===== config.mk =====
export PLATFORM = sky130hd
export DESIGN_NAME = irq_group_expander
export DESIGN_NICKNAME = d
export VERILOG_FILES = /design/src/rtl/ige_pkg.sv /design/src/rtl/ige_group.sv /design/src/rtl/ige_vec_store.sv /design/src/rtl/ige_ack_ctrl.sv /design/src/rtl/irq_group_expander.sv
export SDC_FILE = /design/constraint.sdc
export NUM_CORES = 2
export LEC_CHECK = 0
export CAP_MARGIN = 20
export CORE_MARGIN = 3
export CORE_UTILIZATION = 60
export DETAILED_ROUTE_END_ITERATION = 8
export PLACE_DENSITY = 0.77
export SLEW_MARGIN = 5
export SYNTH_ARGS = -nofsm -noshare
export SYNTH_HDL_FRONTEND = slang
export SYNTH_SLANG_ARGS = --single-unit

===== constraint.sdc =====
create_clock -name clk -period 10.7 [get_ports clk]
set_input_delay 2.14 -clock clk [delete_from_list [all_inputs] [get_ports clk]]
set_output_delay 2.14 -clock clk [all_outputs]
set_load 0.005 [all_outputs]

===== src/rtl/ige_pkg.sv =====
package ige_pkg;

    // acknowledge sequencer states
    typedef enum logic [1:0] {
        ST_IDLE    = 2'd0,
        ST_FETCH   = 2'd1,
        ST_DELIVER = 2'd2
    } ack_state_t;

    // register space kinds (low address space)
    localparam logic [1:0] KIND_ENABLE = 2'd0;
    localparam logic [1:0] KIND_FLAG   = 2'd1;
    localparam logic [1:0] KIND_ACK    = 2'd2;

endpackage


===== src/rtl/ige_group.sv =====
module ige_group #(
    parameter int WIDTH = 8
) (
    input  logic             clk,
    input  logic             rst_n,
    input  logic [WIDTH-1:0] req,
    input  logic             en_we,
    input  logic [WIDTH-1:0] en_wdata,
    input  logic             flag_w1c,
    input  logic [WIDTH-1:0] flag_wdata,
    input  logic [WIDTH-1:0] svc_clr,
    input  logic             ack_set,
    input  logic             ack_clr,
    output logic [WIDTH-1:0] en,
    output logic [WIDTH-1:0] flag,
    output logic [WIDTH-1:0] pend,
    output logic             ack_bit,
    output logic             line
);

    logic [WIDTH-1:0] req_q;
    logic [WIDTH-1:0] rise;
    logic [WIDTH-1:0] sw_clr;
    logic [WIDTH-1:0] flag_n;

    always_comb begin
        rise   = req & ~req_q;
        sw_clr = flag_w1c ? flag_wdata : '0;
        // a new edge wins over any clear in the same cycle
        flag_n = (flag & ~(svc_clr | sw_clr)) | rise;
        pend   = flag & en;
        line   = (|pend) & ~ack_bit;
    end

    always_ff @(posedge clk or negedge rst_n) begin
        if (!rst_n) begin
            req_q   <= '0;
            flag    <= '0;
            en      <= '0;
            ack_bit <= 1'b0;
        end else begin
            req_q <= req;
            flag  <= flag_n;
            if (en_we) begin
                en <= en_wdata;
            end
            if (ack_set) begin
                ack_bit <= 1'b1;
            end else if (ack_clr) begin
                ack_bit <= 1'b0;
            end
        end
    end


    flag_rise_chk: assert property (@(posedge clk) disable iff (!rst_n)
        (|rise) |=> ((flag & $past(rise)) == $past(rise)));


    svc_clear_chk: assert property (@(posedge clk) disable iff (!rst_n)
        (|(svc_clr & ~rise & ~req_q)) |=> ((flag & $past(svc_clr & ~rise)) == '0));


    ack_hold_chk: assert property (@(posedge clk) disable iff (!rst_n)
        ack_set |=> (ack_bit && !line));

endmodule


===== src/rtl/ige_vec_store.sv =====
module ige_vec_store #(
    parameter int DEPTH  = 96,
    parameter int DATA_W = 16,
    parameter int IDX_W  = $clog2(DEPTH)
) (
    input  logic              clk,
    input  logic              rst_n,
    input  logic              we,
    input  logic [IDX_W-1:0]  waddr,
    input  logic [DATA_W-1:0] wdata,
    input  logic [IDX_W-1:0]  sw_raddr,
    output logic [DATA_W-1:0] sw_rdata,
    input  logic [IDX_W-1:0]  hw_raddr,
    output logic [DATA_W-1:0] hw_rdata
);

    logic [DATA_W-1:0] mem [DEPTH];

    always_ff @(posedge clk or negedge rst_n) begin
        if (!rst_n) begin
            for (int k = 0; k < DEPTH; k++) begin
                mem[k] <= '0;
            end
        end else if (we && (int'(waddr) < DEPTH)) begin
            mem[waddr] <= wdata;
        end
    end

    always_comb begin
        sw_rdata = (int'(sw_raddr) < DEPTH) ? mem[sw_raddr] : '0;
        hw_rdata = (int'(hw_raddr) < DEPTH) ? mem[hw_raddr] : '0;
    end

endmodule


===== src/rtl/ige_ack_ctrl.sv =====
module ige_ack_ctrl
    import ige_pkg::*;
#(
    parameter int              GROUPS   = 12,
    parameter int              GROUP_W  = 8,
    parameter int              DATA_W   = 16,
    parameter int              ACK_LAT  = 9,
    parameter logic [DATA_W-1:0] SPUR_VEC = '0,
    localparam int             NSRC     = GROUPS * GROUP_W,
    localparam int             IDX_W    = $clog2(NSRC)
) (
    input  logic              clk,
    input  logic              rst_n,
    input  logic [GROUPS-1:0] cpu_ack,
    input  logic [NSRC-1:0]   pend_flat,
    output logic [IDX_W-1:0]  vec_raddr,
    input  logic [DATA_W-1:0] vec_rdata,
    output logic [GROUPS-1:0] ack_set,
    output logic [NSRC-1:0]   svc_clr,
    output logic              vec_valid,
    output logic [DATA_W-1:0] vec_data
);

    localparam int GW = $clog2(GROUPS);
    localparam int SW = $clog2(GROUP_W);
    localparam int CW = $clog2(ACK_LAT + 2);

    ack_state_t        state, state_n;
    logic [CW-1:0]     cnt;
    logic [DATA_W-1:0] vec_hold;
    logic [GW-1:0]     grp;
    logic [SW-1:0]     src;
    logic [GROUP_W-1:0] grp_pend;
    logic              src_hit;
    logic              accept;

    function automatic logic [GW-1:0] first_grp(input logic [GROUPS-1:0] v);
        first_grp = '0;
        for (int k = GROUPS - 1; k >= 0; k--) begin
            if (v[k]) first_grp = GW'(k);
        end
    endfunction

    function automatic logic [SW-1:0] first_src(input logic [GROUP_W-1:0] v);
        first_src = '0;
        for (int k = GROUP_W - 1; k >= 0; k--) begin
            if (v[k]) first_src = SW'(k);
        end
    endfunction

    // selection of group and source
    always_comb begin
        grp       = first_grp(cpu_ack);
        grp_pend  = pend_flat[int'(grp) * GROUP_W +: GROUP_W];
        src_hit   = |grp_pend;
        src       = first_src(grp_pend);
        vec_raddr = IDX_W'(grp) * IDX_W'(GROUP_W) + IDX_W'(src);
        accept    = (state == ST_IDLE) && (|cpu_ack);
    end

    // next state
    always_comb begin
        state_n = state;
        unique case (state)
            ST_IDLE:    if (accept) state_n = ST_FETCH;
            ST_FETCH:   if (cnt == CW'(ACK_LAT)) state_n = ST_DELIVER;
            ST_DELIVER: state_n = ST_IDLE;
            default:    state_n = ST_IDLE;
        endcase
    end

    // state register, latency counter and vector capture
    always_ff @(posedge clk or negedge rst_n) begin
        if (!rst_n) begin
            state    <= ST_IDLE;
            cnt      <= '0;
            vec_hold <= '0;
        end else begin
            state <= state_n;
            if (accept) begin
                cnt      <= CW'(1);
                vec_hold <= src_hit ? vec_rdata : SPUR_VEC;
            end else if (state == ST_FETCH) begin
                cnt <= cnt + CW'(1);
            end
        end
    end

    // outputs
    always_comb begin
        ack_set   = '0;
        svc_clr   = '0;
        vec_valid = 1'b0;
        vec_data  = '0;
        unique case (state)
            ST_IDLE: begin
                if (accept) begin
                    ack_set[grp] = 1'b1;
                    if (src_hit) svc_clr = NSRC'(1) << vec_raddr;
                end
            end
            ST_FETCH: begin
                vec_valid = 1'b0;
            end
            ST_DELIVER: begin
                vec_valid = 1'b1;
                vec_data  = vec_hold;
            end
            default: begin
                vec_valid = 1'b0;
            end
        endcase
    end

    // independent age counter for the latency check
    logic [CW-1:0] chk_age;
    always_ff @(posedge clk or negedge rst_n) begin
        if (!rst_n) begin
            chk_age <= '0;
        end else if (accept) begin
            chk_age <= CW'(1);
        end else if (chk_age != '0 && chk_age <= CW'(ACK_LAT)) begin
            chk_age <= chk_age + CW'(1);
        end else begin
            chk_age <= '0;
        end
    end


    vec_latency_chk: assert property (@(posedge clk) disable iff (!rst_n)
        vec_valid |-> (chk_age == CW'(ACK_LAT + 1)));


    vec_pulse_chk: assert property (@(posedge clk) disable iff (!rst_n)
        vec_valid |=> !vec_valid);


    one_group_chk: assert property (@(posedge clk) disable iff (!rst_n)
        $onehot0(ack_set));


    one_source_chk: assert property (@(posedge clk) disable iff (!rst_n)
        $onehot0(svc_clr));


    busy_ignore_chk: assert property (@(posedge clk) disable iff (!rst_n)
        (state != ST_IDLE) |-> (ack_set == '0 && svc_clr == '0));

endmodule


===== src/rtl/irq_group_expander.sv =====
module irq_group_expander
    import ige_pkg::*;
#(
    parameter int                GROUPS   = 12,
    parameter int                GROUP_W  = 8,
    parameter int                DATA_W   = 16,
    parameter int                ADDR_W   = 8,
    parameter int                ACK_LAT  = 9,
    parameter logic [DATA_W-1:0] SPUR_VEC = '0
) (
    input  logic                        clk,
    input  logic                        rst_n,
    input  logic                        reg_we,
    input  logic [ADDR_W-1:0]           reg_addr,
    input  logic [DATA_W-1:0]           reg_wdata,
    output logic [DATA_W-1:0]           reg_rdata,
    input  logic [GROUPS*GROUP_W-1:0]   irq_req,
    output logic [GROUPS-1:0]           cpu_int,
    input  logic [GROUPS-1:0]           cpu_ack,
    output logic                        vec_valid,
    output logic [DATA_W-1:0]           vec_data
);

    localparam int NSRC   = GROUPS * GROUP_W;
    localparam int IDX_W  = $clog2(NSRC);
    localparam int GSEL_W = 4;

    // address decode
    logic             vec_space;
    logic             low_ok;
    logic [1:0]       kind;
    logic [GSEL_W-1:0] gsel;
    logic [IDX_W-1:0] vidx;
    logic             vidx_ok;

    always_comb begin
        vec_space = reg_addr[ADDR_W-1];
        low_ok    = !vec_space && (reg_addr[ADDR_W-2:6] == '0);
        kind      = reg_addr[5:4];
        gsel      = reg_addr[3:0];
        vidx      = reg_addr[IDX_W-1:0];
        vidx_ok   = vec_space && (int'(reg_addr[ADDR_W-2:0]) < NSRC);
    end

    logic [GROUP_W-1:0] en_all   [GROUPS];
    logic [GROUP_W-1:0] flag_all [GROUPS];
    logic [GROUPS-1:0]  ack_bits;
    logic [NSRC-1:0]    pend_flat;
    logic [NSRC-1:0]    svc_clr;
    logic [GROUPS-1:0]  ack_set;
    logic [IDX_W-1:0]   hw_raddr;
    logic [DATA_W-1:0]  hw_rdata;
    logic [DATA_W-1:0]  sw_rdata;

    for (genvar g = 0; g < GROUPS; g++) begin : g_grp
        logic               en_we;
        logic               flag_w1c;
        logic               ack_clr;
        logic [GROUP_W-1:0] pend;

        always_comb begin
            en_we    = reg_we && low_ok && (kind == KIND_ENABLE) && (gsel == GSEL_W'(g));
            flag_w1c = reg_we && low_ok && (kind == KIND_FLAG)   && (gsel == GSEL_W'(g));
            ack_clr  = reg_we && low_ok && (kind == KIND_ACK)    && (gsel == '0) && reg_wdata[g];
        end

        ige_group #(.WIDTH(GROUP_W)) u_grp (
            .clk        (clk),
            .rst_n      (rst_n),
            .req        (irq_req[g*GROUP_W +: GROUP_W]),
            .en_we      (en_we),
            .en_wdata   (reg_wdata[GROUP_W-1:0]),
            .flag_w1c   (flag_w1c),
            .flag_wdata (reg_wdata[GROUP_W-1:0]),
            .svc_clr    (svc_clr[g*GROUP_W +: GROUP_W]),
            .ack_set    (ack_set[g]),
            .ack_clr    (ack_clr),
            .en         (en_all[g]),
            .flag       (flag_all[g]),
            .pend       (pend),
            .ack_bit    (ack_bits[g]),
            .line       (cpu_int[g])
        );

        assign pend_flat[g*GROUP_W +: GROUP_W] = pend;
    end

    ige_vec_store #(
        .DEPTH  (NSRC),
        .DATA_W (DATA_W),
        .IDX_W  (IDX_W)
    ) u_vec (
        .clk      (clk),
        .rst_n    (rst_n),
        .we       (reg_we && vidx_ok),
        .waddr    (vidx),
        .wdata    (reg_wdata),
        .sw_raddr (vidx),
        .sw_rdata (sw_rdata),
        .hw_raddr (hw_raddr),
        .hw_rdata (hw_rdata)
    );

    ige_ack_ctrl #(
        .GROUPS   (GROUPS),
        .GROUP_W  (GROUP_W),
        .DATA_W   (DATA_W),
        .ACK_LAT  (ACK_LAT),
        .SPUR_VEC (SPUR_VEC)
    ) u_ack (
        .clk       (clk),
        .rst_n     (rst_n),
        .cpu_ack   (cpu_ack),
        .pend_flat (pend_flat),
        .vec_raddr (hw_raddr),
        .vec_rdata (hw_rdata),
        .ack_set   (ack_set),
        .svc_clr   (svc_clr),
        .vec_valid (vec_valid),
        .vec_data  (vec_data)
    );

    // register read mux
    always_comb begin
        reg_rdata = '0;
        if (vidx_ok) begin
            reg_rdata = sw_rdata;
        end else if (low_ok) begin
            case (kind)
                KIND_ENABLE: if (int'(gsel) < GROUPS) reg_rdata[GROUP_W-1:0] = en_all[gsel];
                KIND_FLAG:   if (int'(gsel) < GROUPS) reg_rdata[GROUP_W-1:0] = flag_all[gsel];
                KIND_ACK:    if (gsel == '0) reg_rdata[GROUPS-1:0] = ack_bits;
                default:     reg_rdata = '0;
            endcase
        end
    end


    int_gate_chk: assert property (@(posedge clk) disable iff (!rst_n)
        ((ack_bits & cpu_int) == '0));


    reset_quiet_chk: assert property (@(posedge clk) disable iff (!rst_n)
        $rose(rst_n) |-> (cpu_int == '0 && !vec_valid));

endmodule


==> metrics.yaml <==
dp_hpwl_um: 236000
synth_top_cell_by_area: "dfrtp_1"
viasPerCell: 7.57
crit_required_ns: 8.56
cts_root_buffer: "clkbuf_16"
irDropWorstVdd_v: 0.000180
wl_um: 377000
slew_violations: 0
worst-path-buf-inv: 3
async_reset_ff_share_pct: 100
antenna_found_initial: 36
syn_inst: 8130
grt_overflow: 0
final_cell_mix: "dfrtp_1, mux2_2, nand2_1, mux4_2, nand3_1"
cts_tree: "done"
multi_input_area_sq_um: 50400
die-area_sq_um: 172000
row_count: 149
area_delta_synth_final_pct: 10.9
crit_fanout: 69
slowest_delay_ns: 0.77
end_kind: "primary output"
finalSetupTns_ns: 0
grt_pass1_wl_um: 544000
crit_type: "in2out"
rsz0062_at_grt: "false"
slowest_stage: "a21oi_1"
clk_pin_slew_ns: 0.06
arrival_ns: 6.84
hp-class: "reg2reg"
synth_cell_types: 84
place_inst: 10004
grt_pass1_vias: 77743
postCtsSetupRepairBufs: 0
cts_max_level: 4
layout-drive-gt1-share_pct: 36.0
power_density_nw_per_um2: 162
final_nets: 8151
io_pins: 180
synth_nets: 8267
hold_violations: 0
clock-sinks: 1858
vias: 78634
grt_start_max_net_pins: 189
ys_warn_count: 0
relSlewSlack_pct: 5.11
status: "completed"
pwr-share-seq_pct: 42.5
final_common_cell: "dfrtp_1"
ctsResizeCount: 0
place_ws_ns: 1.29
regArea_sq_um: 46500
ys_ff_latch: 1858
syn_area_per_cell_sq_um: 12.3
clock_skew_ns: 0.0545
whs_ns: 0.406
pwr-share-clk_pct: 39.3
crit_chain: "buf_8 -> buf_4 -> mux4_2 -> mux4_2 -> mux4_2 -> a21oi_1 -> o22ai_1 -> clkdlybuf4s50_1"
die_x_um: 414
p_leak_nw: 49.6
final.min_clock_period_ns: 8.98
p_int_w: 0.0125
setup_ws_ns: 1.72
tightest_slew_ns: 1.41
cts_buffers: 194
synth_top_area_share_pct: 46.5
synth_edf_count: 0
setup_viol: 0
start_util_pct: 60.5
final_cells: 10387
io_buffers: 179
hold_buffers: 0
wl_per_cell_um: 36.3
fp.coreArea_sq_um: 165000
p_switching_w: 0.00553
synthesis.area_sq_um: 100000
insertion_delay_ns: 0.87
start_kind: "input port"
fin_crit_sh_pct: 84.0
drc: 0
synthTopCellsByArea: "dfrtp_1, mux2_2, mux4_2"
drt_iter0_drc: 13422
clk_path_buf_depth: 3
die_h_um: 414
fillerInstances: 11935
post-route-util_pct: 67.1
crit_path_frequent_cell: "mux4_2"
grt_usage_pct: 43.5
crit_family: "buffers and inverters"
seq_area_frac_synth_pct: 46.5
max_freq_ghz: 0.111
ant_nets: 0
gp_congestion: 1.02
first_pass_iters: 7
cap_violations: 0
swShare_pct: 30.7
comb_power_share_pct: 18.2
synth_flop_cell: "dfrtp_1"
==> flip-flops by register name, indices dropped and copies added (netlist names) <==
register and count:
u_ack.cnt 4, g_grp.u_grp.ack_bit 12, u_ack.vec_hold 16, g_grp.u_grp.en 96, g_grp.u_grp.req_q 96, g_grp.u_grp.flag 96, u_ack.state 2, u_vec.mem 1536
==> synthesized netlist by cell type (39+ instances only) <==
cell,instances
a211oi_1,47
a21oi_1,153
a311oi_1,39
a31oi_1,49
and3_1,43
buf_1,89
buf_2,118
buf_4,48
clkbuf_1,470
dfrtp_1,1858
inv_1,113
mux2_2,1673
mux2i_1,402
mux4_2,566
nand2_1,1086
nand3_1,414
nor2_1,135
nor3_1,42
o211ai_1,117
o21ai_0,231
o22ai_1,63
==> worst register-to-register path, cell delays in order (launching register included) <==
cell and delay, ns:
dfrtp_1 0.41, nand2_1 0.17, o21bai_1 0.14, o41a_1 0.25, o21ai_0 0.17, a211oi_1 0.38, o22ai_2 0.35, nor2_1 0.85
a21o_4 0.77, buf_12 0.54, nand2_1 0.36, o22ai_1 0.25, nor4_1 0.09, a211oi_1 1.13, a211oi_1 0.18
==> worst paths after layout <==
check	startpoint	end	slack, ns	depth (start not counted)
setup / recovery	reg_addr[0]	reg_rdata[11]	1.72	8
hold / removal	g_grp[6].u_grp.req_q[2]	g_grp[6].u_grp.flag[2]	0.41	1
setup reg to reg	g_grp[6].u_grp.flag[2]	u_ack.vec_hold[14]	4.48	14
hold reg to reg	g_grp[6].u_grp.req_q[2]	g_grp[6].u_grp.flag[2]	0.41	1
max in group asynchronous	rst_n	u_vec.mem[881]	6.91	3
min in group asynchronous	rst_n	g_grp[6].u_grp.req_q[3]	1.23	1
==> power by group through the flow <==
stage,Clock [W],Sequential (W),Combinational [W]
after floorplan,0,0.00761,0.00185
after global placement,0,0.00771,0.00304
after detailed placement,0,0.00773,0.00310
after CTS,0.00707,0.00761,0.00312
after global routing,0.00737,0.00765,0.00334
final,0.00706,0.00764,0.00328
==> kinds of logic after synthesis <==
kind of cell | after synthesis | share of synthesized area, %
buffers and inverters | 850 | 3.61
AND/OR/NAND/NOR | 1859 | 8.10
AO/OA/AOI/OAI | 917 | 6.10
adder cells (fa/ha/maj) | 2 | 0.0250
flip-flops | 1858 | 46.5
multiplexers | 2641 | 35.6
XOR/XNOR | 3 | 0.0263
==> through the flow <==
stage,area [sq um],total power (W)
after global routing,111000,0.0184
after global placement,104000,0.0108
after detailed placement,104000,0.0108
final,111000,0.0180
after CTS,111000,0.0178
after floorplan,100000,0.00946
==> routing by layer <==
layer / global-route usage, % / routed length (um) / vias to the layer above
met5: 0.611 / 340 / -
li1: - / - / 29941
met3: 18.2 / 56200 / 1923
met1: 54.5 / 130000 / 39963
met4: 31.0 / 33500 / 26
met2: 60.9 / 157000 / 6781
==> final cells by class <==
type,count,share of cell area (%)
timing repair buffer,425,3.74
clock inverter,75,0.949
multi-input combinational,5422,45.4
inverter,113,0.383
clock buffer,279,5.04
antenna,26,0.0587
tap,2189,2.47
sequential,1858,41.9
(Power assumes the default switching activity.)
